$ cat src/rtl/dbt_pkg.sv
package dbt_pkg;

  typedef enum logic [3:0] {
    C_NOP  = 4'd0,
    C_ACT  = 4'd1,
    C_RD   = 4'd2,
    C_RDA  = 4'd3,
    C_WR   = 4'd4,
    C_WRA  = 4'd5,
    C_PRE  = 4'd6,
    C_REF  = 4'd7,
    C_MRS  = 4'd8,
    C_BST  = 4'd9,
    C_SREF = 4'd10,
    C_PDE  = 4'd11,
    C_DPD  = 4'd12,
    C_PDX  = 4'd13
  } cmd_e;

  typedef enum logic [2:0] {
    B_IDLE   = 3'd0,
    B_ACTIVE = 3'd1,
    B_READ   = 3'd2,
    B_WRITE  = 3'd3,
    B_PRECH  = 3'd4
  } bank_e;

  typedef enum logic [2:0] {
    P_ON   = 3'd0,
    P_IPD  = 3'd1,
    P_APD  = 3'd2,
    P_SREF = 3'd3,
    P_DPD  = 3'd4
  } pwr_e;

  function automatic logic [4:0] row_bits(input logic [2:0] dens);
    case (dens)
      3'd0:    row_bits = 5'd12;
      3'd1:    row_bits = 5'd13;
      3'd2:    row_bits = 5'd14;
      default: row_bits = 5'd15;
    endcase
  endfunction

  function automatic logic [4:0] col_bits(input logic [2:0] dens);
    col_bits = (dens >= 3'd4) ? 5'd8 : 5'd7;
  endfunction

endpackage

$ cat src/rtl/dbt_decode.sv
module dbt_decode
  import dbt_pkg::*;
(
  input  logic pwr_on,
  input  logic cke_prev,
  input  logic cke,
  input  logic cs_n,
  input  logic ras_n,
  input  logic cas_n,
  input  logic we_n,
  input  logic a10,
  output cmd_e code
);

  logic [2:0] rcw;
  assign rcw = {ras_n, cas_n, we_n};

  always_comb begin
    code = C_NOP;
    if (pwr_on) begin
      if (cke_prev && cke && !cs_n) begin
        case (rcw)
          3'b011:  code = C_ACT;
          3'b101:  code = a10 ? C_RDA : C_RD;
          3'b100:  code = a10 ? C_WRA : C_WR;
          3'b010:  code = C_PRE;
          3'b001:  code = C_REF;
          3'b000:  code = C_MRS;
          3'b110:  code = C_BST;
          default: code = C_NOP;
        endcase
      end else if (cke_prev && !cke) begin
        if (!cs_n && rcw == 3'b001)      code = C_SREF;
        else if (!cs_n && rcw == 3'b110) code = C_DPD;
        else                             code = C_PDE;
      end
    end else if (!cke_prev && cke) begin
      code = C_PDX;
    end
  end

endmodule

$ cat src/rtl/dbt_bank.sv
module dbt_bank
  import dbt_pkg::*;
#(
  parameter int PRE_CYCLES = 3
) (
  input  logic  clk,
  input  logic  rst_n,
  input  logic  apply,
  input  cmd_e  cmd,
  output bank_e state
);

  localparam int CNT_W = $clog2(PRE_CYCLES + 1);

  bank_e            st_q, st_d;
  logic [CNT_W-1:0] cnt_q, cnt_d;

  always_comb begin
    st_d  = st_q;
    cnt_d = cnt_q;
    if (st_q == B_PRECH) begin
      if (cnt_q == '0) st_d = B_IDLE;
      else             cnt_d = cnt_q - 1'b1;
    end
    if (apply) begin
      case (cmd)
        C_ACT, C_BST: st_d = B_ACTIVE;
        C_RD:         st_d = B_READ;
        C_WR:         st_d = B_WRITE;
        C_RDA, C_WRA, C_PRE: begin
          st_d  = B_PRECH;
          cnt_d = CNT_W'(PRE_CYCLES - 1);
        end
        default: ;
      endcase
    end
  end

  always_ff @(posedge clk or negedge rst_n) begin
    if (!rst_n) begin
      st_q  <= B_IDLE;
      cnt_q <= '0;
    end else begin
      st_q  <= st_d;
      cnt_q <= cnt_d;
    end
  end

  assign state = st_q;

endmodule

$ cat src/rtl/dbt_rank.sv
module dbt_rank
  import dbt_pkg::*;
#(
  parameter int BA_W       = 2,
  parameter int PRE_CYCLES = 3
) (
  input  logic                      clk,
  input  logic                      rst_n,
  input  logic                      cke,
  input  logic                      cs_n,
  input  logic                      ras_n,
  input  logic                      cas_n,
  input  logic                      we_n,
  input  logic                      a10,
  input  logic [BA_W-1:0]           ba,
  output logic                      ev_valid,
  output cmd_e                      ev_code,
  output logic                      ev_bad,
  output pwr_e                      pwr,
  output logic [(1<<BA_W)*3-1:0]    banks
);

  localparam int NUM_BANKS = 1 << BA_W;

  logic                 cke_prev_q;
  pwr_e                 pwr_q, pwr_d;
  logic [2:0]           st [NUM_BANKS];
  logic [NUM_BANKS-1:0] apply;
  logic                 all_idle;
  logic                 legal;
  logic                 bank_cmd;
  bank_e                sel;

  dbt_decode u_dec (
    .pwr_on   (pwr_q == P_ON),
    .cke_prev (cke_prev_q),
    .cke      (cke),
    .cs_n     (cs_n),
    .ras_n    (ras_n),
    .cas_n    (cas_n),
    .we_n     (we_n),
    .a10      (a10),
    .code     (ev_code)
  );

  for (genvar b = 0; b < NUM_BANKS; b++) begin : g_bank
    bank_e bst;
    dbt_bank #(.PRE_CYCLES(PRE_CYCLES)) u_bank (
      .clk   (clk),
      .rst_n (rst_n),
      .apply (apply[b]),
      .cmd   (ev_code),
      .state (bst)
    );
    assign st[b]          = bst;
    assign banks[b*3 +: 3] = bst;
    assign apply[b]       = bank_cmd && legal && (ba == BA_W'(b));
  end

  always_comb begin
    all_idle = 1'b1;
    for (int b = 0; b < NUM_BANKS; b++)
      if (st[b] != B_IDLE) all_idle = 1'b0;
  end

  assign sel      = bank_e'(st[ba]);
  assign ev_valid = (ev_code != C_NOP);
  assign bank_cmd = (ev_code inside {C_ACT, C_RD, C_RDA, C_WR, C_WRA, C_PRE, C_BST});

  always_comb begin
    case (ev_code)
      C_ACT:                            legal = (sel == B_IDLE);
      C_RD, C_RDA, C_WR, C_WRA, C_PRE:  legal = (sel inside {B_ACTIVE, B_READ, B_WRITE});
      C_BST:                            legal = (sel inside {B_READ, B_WRITE});
      C_REF, C_MRS, C_SREF, C_DPD:      legal = all_idle;
      default:                          legal = 1'b1;
    endcase
  end

  assign ev_bad = ev_valid && !legal;

  always_comb begin
    pwr_d = pwr_q;
    if (ev_valid && legal) begin
      case (ev_code)
        C_SREF:  pwr_d = P_SREF;
        C_DPD:   pwr_d = P_DPD;
        C_PDE:   pwr_d = all_idle ? P_IPD : P_APD;
        C_PDX:   pwr_d = P_ON;
        default: ;
      endcase
    end
  end

  always_ff @(posedge clk or negedge rst_n) begin
    if (!rst_n) begin
      cke_prev_q <= 1'b0;
      pwr_q      <= P_ON;
    end else begin
      cke_prev_q <= cke;
      pwr_q      <= pwr_d;
    end
  end

  assign pwr = pwr_q;

endmodule

$ cat src/rtl/dram_bank_tracker.sv
module dram_bank_tracker
  import dbt_pkg::*;
#(
  parameter int NUM_RANKS  = 4,
  parameter int BA_W       = 2,
  parameter int ADDR_W     = 15,
  parameter int PRE_CYCLES = 3,
  localparam int NUM_BANKS = 1 << BA_W,
  localparam int RANK_W    = $clog2(NUM_RANKS),
  localparam int COL_W     = 8
) (
  input  logic                            clk,
  input  logic                            rst_n,
  input  logic [2:0]                      dens_sel,
  input  logic [NUM_RANKS-1:0]            cke,
  input  logic [NUM_RANKS-1:0]            cs_n,
  input  logic                            ras_n,
  input  logic                            cas_n,
  input  logic                            we_n,
  input  logic [BA_W-1:0]                 ba,
  input  logic [ADDR_W-1:0]               addr,
  output logic                            cmd_valid,
  output logic [3:0]                      cmd_code,
  output logic [RANK_W-1:0]               cmd_rank,
  output logic [BA_W-1:0]                 cmd_bank,
  output logic [ADDR_W-1:0]               cmd_row,
  output logic [COL_W-1:0]                cmd_col,
  output logic                            cmd_ap,
  output logic                            cmd_sp,
  output logic                            err_flag,
  output logic [3:0]                      err_code,
  output logic [NUM_RANKS*NUM_BANKS*3-1:0] bank_state,
  output logic [NUM_RANKS*3-1:0]          pwr_state
);

  logic [NUM_RANKS-1:0] ev_valid, ev_bad;
  cmd_e                 ev_code [NUM_RANKS];
  logic [RANK_W-1:0]    pick, bad_pick;
  logic                 any_v, any_bad;
  cmd_e                 code_sel;

  for (genvar r = 0; r < NUM_RANKS; r++) begin : g_rank
    pwr_e pw;
    dbt_rank #(.BA_W(BA_W), .PRE_CYCLES(PRE_CYCLES)) u_rank (
      .clk      (clk),
      .rst_n    (rst_n),
      .cke      (cke[r]),
      .cs_n     (cs_n[r]),
      .ras_n    (ras_n),
      .cas_n    (cas_n),
      .we_n     (we_n),
      .a10      (addr[10]),
      .ba       (ba),
      .ev_valid (ev_valid[r]),
      .ev_code  (ev_code[r]),
      .ev_bad   (ev_bad[r]),
      .pwr      (pw),
      .banks    (bank_state[r*NUM_BANKS*3 +: NUM_BANKS*3])
    );
    assign pwr_state[r*3 +: 3] = pw;
  end

  // lowest rank wins both the report and the error record
  always_comb begin
    pick     = '0;
    bad_pick = '0;
    any_v    = 1'b0;
    any_bad  = 1'b0;
    for (int r = NUM_RANKS - 1; r >= 0; r--) begin
      if (ev_valid[r]) begin pick = RANK_W'(r);     any_v   = 1'b1; end
      if (ev_bad[r])   begin bad_pick = RANK_W'(r); any_bad = 1'b1; end
    end
  end

  assign code_sel = ev_code[pick];

  // field masking by density selection
  logic [ADDR_W:0]     row_ones;
  logic [COL_W:0]      col_ones;
  logic [ADDR_W-1:0]   row_d;
  logic [COL_W-1:0]    col_d;
  logic                ap_d, sp_d, err_d;

  always_comb begin
    row_ones = ({{ADDR_W{1'b0}}, 1'b1} << row_bits(dens_sel)) - 1'b1;
    col_ones = ({{COL_W{1'b0}}, 1'b1} << col_bits(dens_sel)) - 1'b1;
    row_d    = addr & row_ones[ADDR_W-1:0];
    col_d    = addr[COL_W-1:0] & col_ones[COL_W-1:0];
    ap_d     = (code_sel == C_RDA) || (code_sel == C_WRA);
    sp_d     = ((code_sel == C_RD) || (code_sel == C_RDA)) && addr[11];
    err_d    = err_flag | any_bad;
  end

  always_ff @(posedge clk or negedge rst_n) begin
    if (!rst_n) begin
      cmd_valid <= 1'b0;
      cmd_code  <= C_NOP;
      cmd_rank  <= '0;
      cmd_bank  <= '0;
      cmd_row   <= '0;
      cmd_col   <= '0;
      cmd_ap    <= 1'b0;
      cmd_sp    <= 1'b0;
      err_flag  <= 1'b0;
      err_code  <= C_NOP;
    end else begin
      cmd_valid <= any_v;
      err_flag  <= err_d;
      if (any_v) begin
        cmd_code <= code_sel;
        cmd_rank <= pick;
        cmd_bank <= ba;
        cmd_row  <= row_d;
        cmd_col  <= col_d;
        cmd_ap   <= ap_d;
        cmd_sp   <= sp_d;
      end
      if (any_bad) err_code <= ev_code[bad_pick];
    end
  end

endmodule

$ cat config.mk
export PLATFORM = sky130hd
export DESIGN_NAME = dram_bank_tracker
export DESIGN_NICKNAME = d
export VERILOG_FILES = /design/src/rtl/dbt_pkg.sv /design/src/rtl/dbt_decode.sv /design/src/rtl/dbt_bank.sv /design/src/rtl/dbt_rank.sv /design/src/rtl/dram_bank_tracker.sv
export SDC_FILE = /design/constraint.sdc
export NUM_CORES = 1
export LEC_CHECK = 0
export BUFFER_PORTS_ARGS = -buffer_cell sky130_fd_sc_hd__buf_2
export CORE_UTILIZATION = 55
export CTS_CLUSTER_DIAMETER = 30
export DETAILED_ROUTE_END_ITERATION = 12
export PLACE_DENSITY = 0.76
export SLEW_MARGIN = 20
export SYNTH_ARGS = -nofsm -noshare
export SYNTH_HDL_FRONTEND = slang
export SYNTH_HIERARCHICAL = 1
export SYNTH_SLANG_ARGS = --single-unit
$ cat constraint.sdc
create_clock -name clk -period 7.3 [get_ports clk]
set_input_delay 0 -clock clk [delete_from_list [all_inputs] [get_ports clk]]
set_output_delay 0 -clock clk [all_outputs]
set_load 0.02 [all_outputs]
==> key figures <==
Routing
  – Post-DRT Antenna Nets: 0
  – Drt initial violations: between 700 and 800
  – Final wirelength: 28300 µm
  – Vias post-DR: 10167
  – Drt wl/cell: roughly 17 µm
  – Via density: ~6.2
  – Pre-Repair DR Iteration Count: 6
  – DRC violations left: 0

STA
  – Slew HR: 33.5%
  – WHS: roughly 0.12 ns
  – Final setup skew: 0.0105 ns
  – Setup TNS: 0 ns
  – Period minus WS final: between 4 and 5 ns
  – Measured slew at the worst slew-check pin: 0.995 ns
  – Final Worst Setup Slack: around 3.2 ns
  – Hold violation count in the final report: 0
  – Final Setup Violations: 0
  – Max Clock Freq: 241 MHz
  – RSZ-0062 raised after global routing: no
  – Max-slew violations: 0
  – Final period util: 56.8%

Finish
  – Fraction of layout instances using a drive strength above 1: around 22%
  – Area Growth Syn to Fin: 12.1%
  – Non-Filler Instances: around 1600
  – Design area: 0.0127 mm²
  – Most frequent cells in the layout: buf_2 (130), dfrtp_1 (128), nand2_1 (112), nor2_1 (70), inv_1 (70)
  – Final Util: between 60% and 70%
  – Most common cell after layout, fill and taps aside: buf_2
  – Ant. Diodes: 0
  – Final #Nets: 1378

Clock network
  – CTS max path bufs: 2
  – Hold_buf cts: 24
  – Clock latency on the worst-skew pair: ~0.43 ns
  – Clock Sinks: approximately 130
  – Post-cts resize count: 0
  – Clk root buf: clkbuf_16
  – CTS tree: done
  – CTS Buf Count: 17
  – Worst-path clk slew: 0.06 ns
  – Setup bufs post-CTS: 0
  – H-Tree Depth: 4

Worst hold path
  – Worst Hold Class: in2async

Pwr
  – Pwr dens: between 150 and 200 mW/mm²
  – Max VDD drop: ~150 µV
  – Power Total: around 2 mW
  – Leak: about 5.4 nW

Logic synthesis
  – Syn_nets: between 1000 and 1500
  – Async SR Flop Fraction: 100%
  – Netlist cell types: 71
  – Number of enable flip-flop cells after synthesis: 0
  – Synth warn: 6
  – Syn Area/Cell: roughly 9.2 µm²
  – Sequential element share of the synthesized area: between 20% and 30%
  – Yosys reg bits: 128
  – Most used DFF post-synth: dfrtp_1
  – Post-Synthesis Cells: around 1200
  – Mapped Area: approximately 0.011 mm²

Die
  – Core area: 0.0202 mm²
  – Die Y: 146 µm
  – Row count: 52
  – DIE AREA: roughly 0.021 mm²
  – Initial core utilization: between 50% and 60%
  – # IOs: 132
  – Die Span X: between 100 and 150 µm

Critical path
  – CP max stage cell: o21ai_2
  – Worst R2R Setup Slack: 3.15 ns
  – Worst setup EP type: flop
  – Capturing point of the worst reg2reg path: cmd_row[12]
  – Worst path bufs/invs: 5
  – R2R depth: 12
  – CP delay by family, top: buffers and inverters
  – Critical path type: reg2reg
  – Critical path, cell by cell: nor3_1 > nand2_1 > o21ai_2 > buf_4 > inv_1 > nand3_1 > nor4_2 > buf_4 > inv_2 > o311ai_0 > dlygate4sd3_1 > nand2_1
  – CP required: 7.66 ns
  – Worst Setup Start Kind: flop
  – Worst EP arrival: 4.50 ns
  – Critical Path Fanout Max: 21
  – R2r startpoint: g_rank[1].u_rank/pwr[0]
  – Max incr delay on CP: between 0.6 and 0.7 ns

GRT
  – Number of global-route vias before repair: around 9300
  – Initial antenna violation count: 0
  – Grt ovf: 0
  – First-pass GRT wire length: approximately 47000 µm
  – GRT Util Overall: roughly 27%
  – Largest net degree at the start of global routing: between 70 and 80

Placed design
  – Global placement routability congestion: 0.826
  – Cell area after placement: around 0.012 mm²
  – Final HPWL DP: 18300 µm
  – Placed Cells: 1570
  – Place WS: ~3.3 ns
  – IO Port Bufs: approximately 130

Status
  – Status: complete, no violations

Job
  – Max-Cap Viols: 0
[kinds of logic (layout without fill, tap and decap cells)]
kind of cell	Yosys count	in the layout	synth area share (%)
adder cells (fa/ha/maj)	4	4	0.353
multiplexers	73	73	7.95
flip-flops	128	128	28.2
XOR/XNOR	29	29	2.24
buffers and inverters	163	281	9.16
AO/OA/AOI/OAI	347	347	26.5
AND/OR/NAND/NOR	495	495	25.6
[final cells by class]
class | instances | area [µm²]
flip-flops and latches | 128 | 3200
well taps | 270 | 338
clock buffers | 21 | 450
repair buffers | 179 | 1110
clock inverters | 10 | 114
multi-input cells | 948 | 7250
fillers | 1679 | 7510
inverters | 71 | 267
[where the power goes]
group | internal [mW] | total [mW] | switching [mW]
registers | 0.744 | 0.783 | 0.0386
clock network | 0.508 | 0.837 | 0.330
logic | 0.130 | 0.340 | 0.210
[worst max-delay path by stage]
stage / startpoint / end / slack (ns) / cells past startpoint
finish: g_rank[1].u_rank/pwr[0] / cmd_row[12] / 3.15 / 12
CTS: g_rank[2].u_rank/pwr[1] / cmd_row[12] / 3.20 / 12
global placement: g_rank[2].u_rank/pwr[1] / err_code[1] / 3.40 / 12
global route: g_rank[2].u_rank/pwr[1] / cmd_row[12] / 2.82 / 12
detailed placement: g_rank[2].u_rank/pwr[1] / err_code[1] / 3.35 / 12
floorplan: g_rank[3].u_rank/pwr[1] / err_code[3] / 2.70 / 12
[worst reg2reg max path, delay by kind of cell, from the launching register on]
kind,cells,cell delay [ns]
buf+inv,5,1.62
simple gates,5,1.16
compound gates,2,0.88
flops,1,0.42
[layer usage]
layer	routed length, µm	part of all wire [%]	track usage (%)	vias up
li1	-	-	-	4914
met1	13000	46	36.2	4959
met2	13400	47	43.7	265
met3	1490	5.3	4.92	29
met4	455	1.6	8.63	0
met5	0	0	0	-
[synthesized netlist by cell type, types with 12 or more instances]
library cell | instances | area, µm²
a22oi_1 | 16 | 120
dfrtp_1 | 128 | 3200
nand3_1 | 20 | 100
inv_1 | 70 | 263
a21o_1 | 16 | 120
o311ai_0 | 17 | 149
mux4_2 | 12 | 270
and2b_2 | 16 | 140
a21oi_1 | 26 | 130
a221oi_1 | 16 | 140
mux2_2 | 16 | 180
or2b_1 | 16 | 120
a211oi_1 | 12 | 90.1
a22o_1 | 21 | 184
o41ai_4 | 16 | 440
and3_1 | 20 | 125
o21a_1 | 16 | 120
and3_2 | 20 | 150
buf_4 | 19 | 143
nor3_1 | 39 | 195
o32ai_1 | 16 | 140
and3b_1 | 20 | 175
nand3b_1 | 12 | 90.1
mux2i_1 | 44 | 440
nor2_1 | 70 | 263
buf_6 | 44 | 495
nor4_1 | 13 | 81.3
nand2_1 | 112 | 420
o31a_1 | 20 | 175
o311a_1 | 16 | 160
o21ai_0 | 56 | 280
nor4b_1 | 16 | 140
xnor2_1 | 21 | 184
buf_2 | 21 | 105
nand2b_1 | 33 | 206
nor3b_1 | 39 | 293
[sequential cells by signal, indices dropped and copies added, names as in the netlist, 2 cells and up]
name	flops
g_rank.u_rank/cke_prev_q	4
cmd_code	4
cmd_rank	2
g_rank.u_rank/g_bank.u_bank/cnt_q	32
g_rank.u_rank/pwr	12
err_code	4
g_rank.u_rank/g_bank.u_bank/state	48
cmd_row	15
cmd_bank	2
No activity file was read; power rests on OpenSTA's default activity.
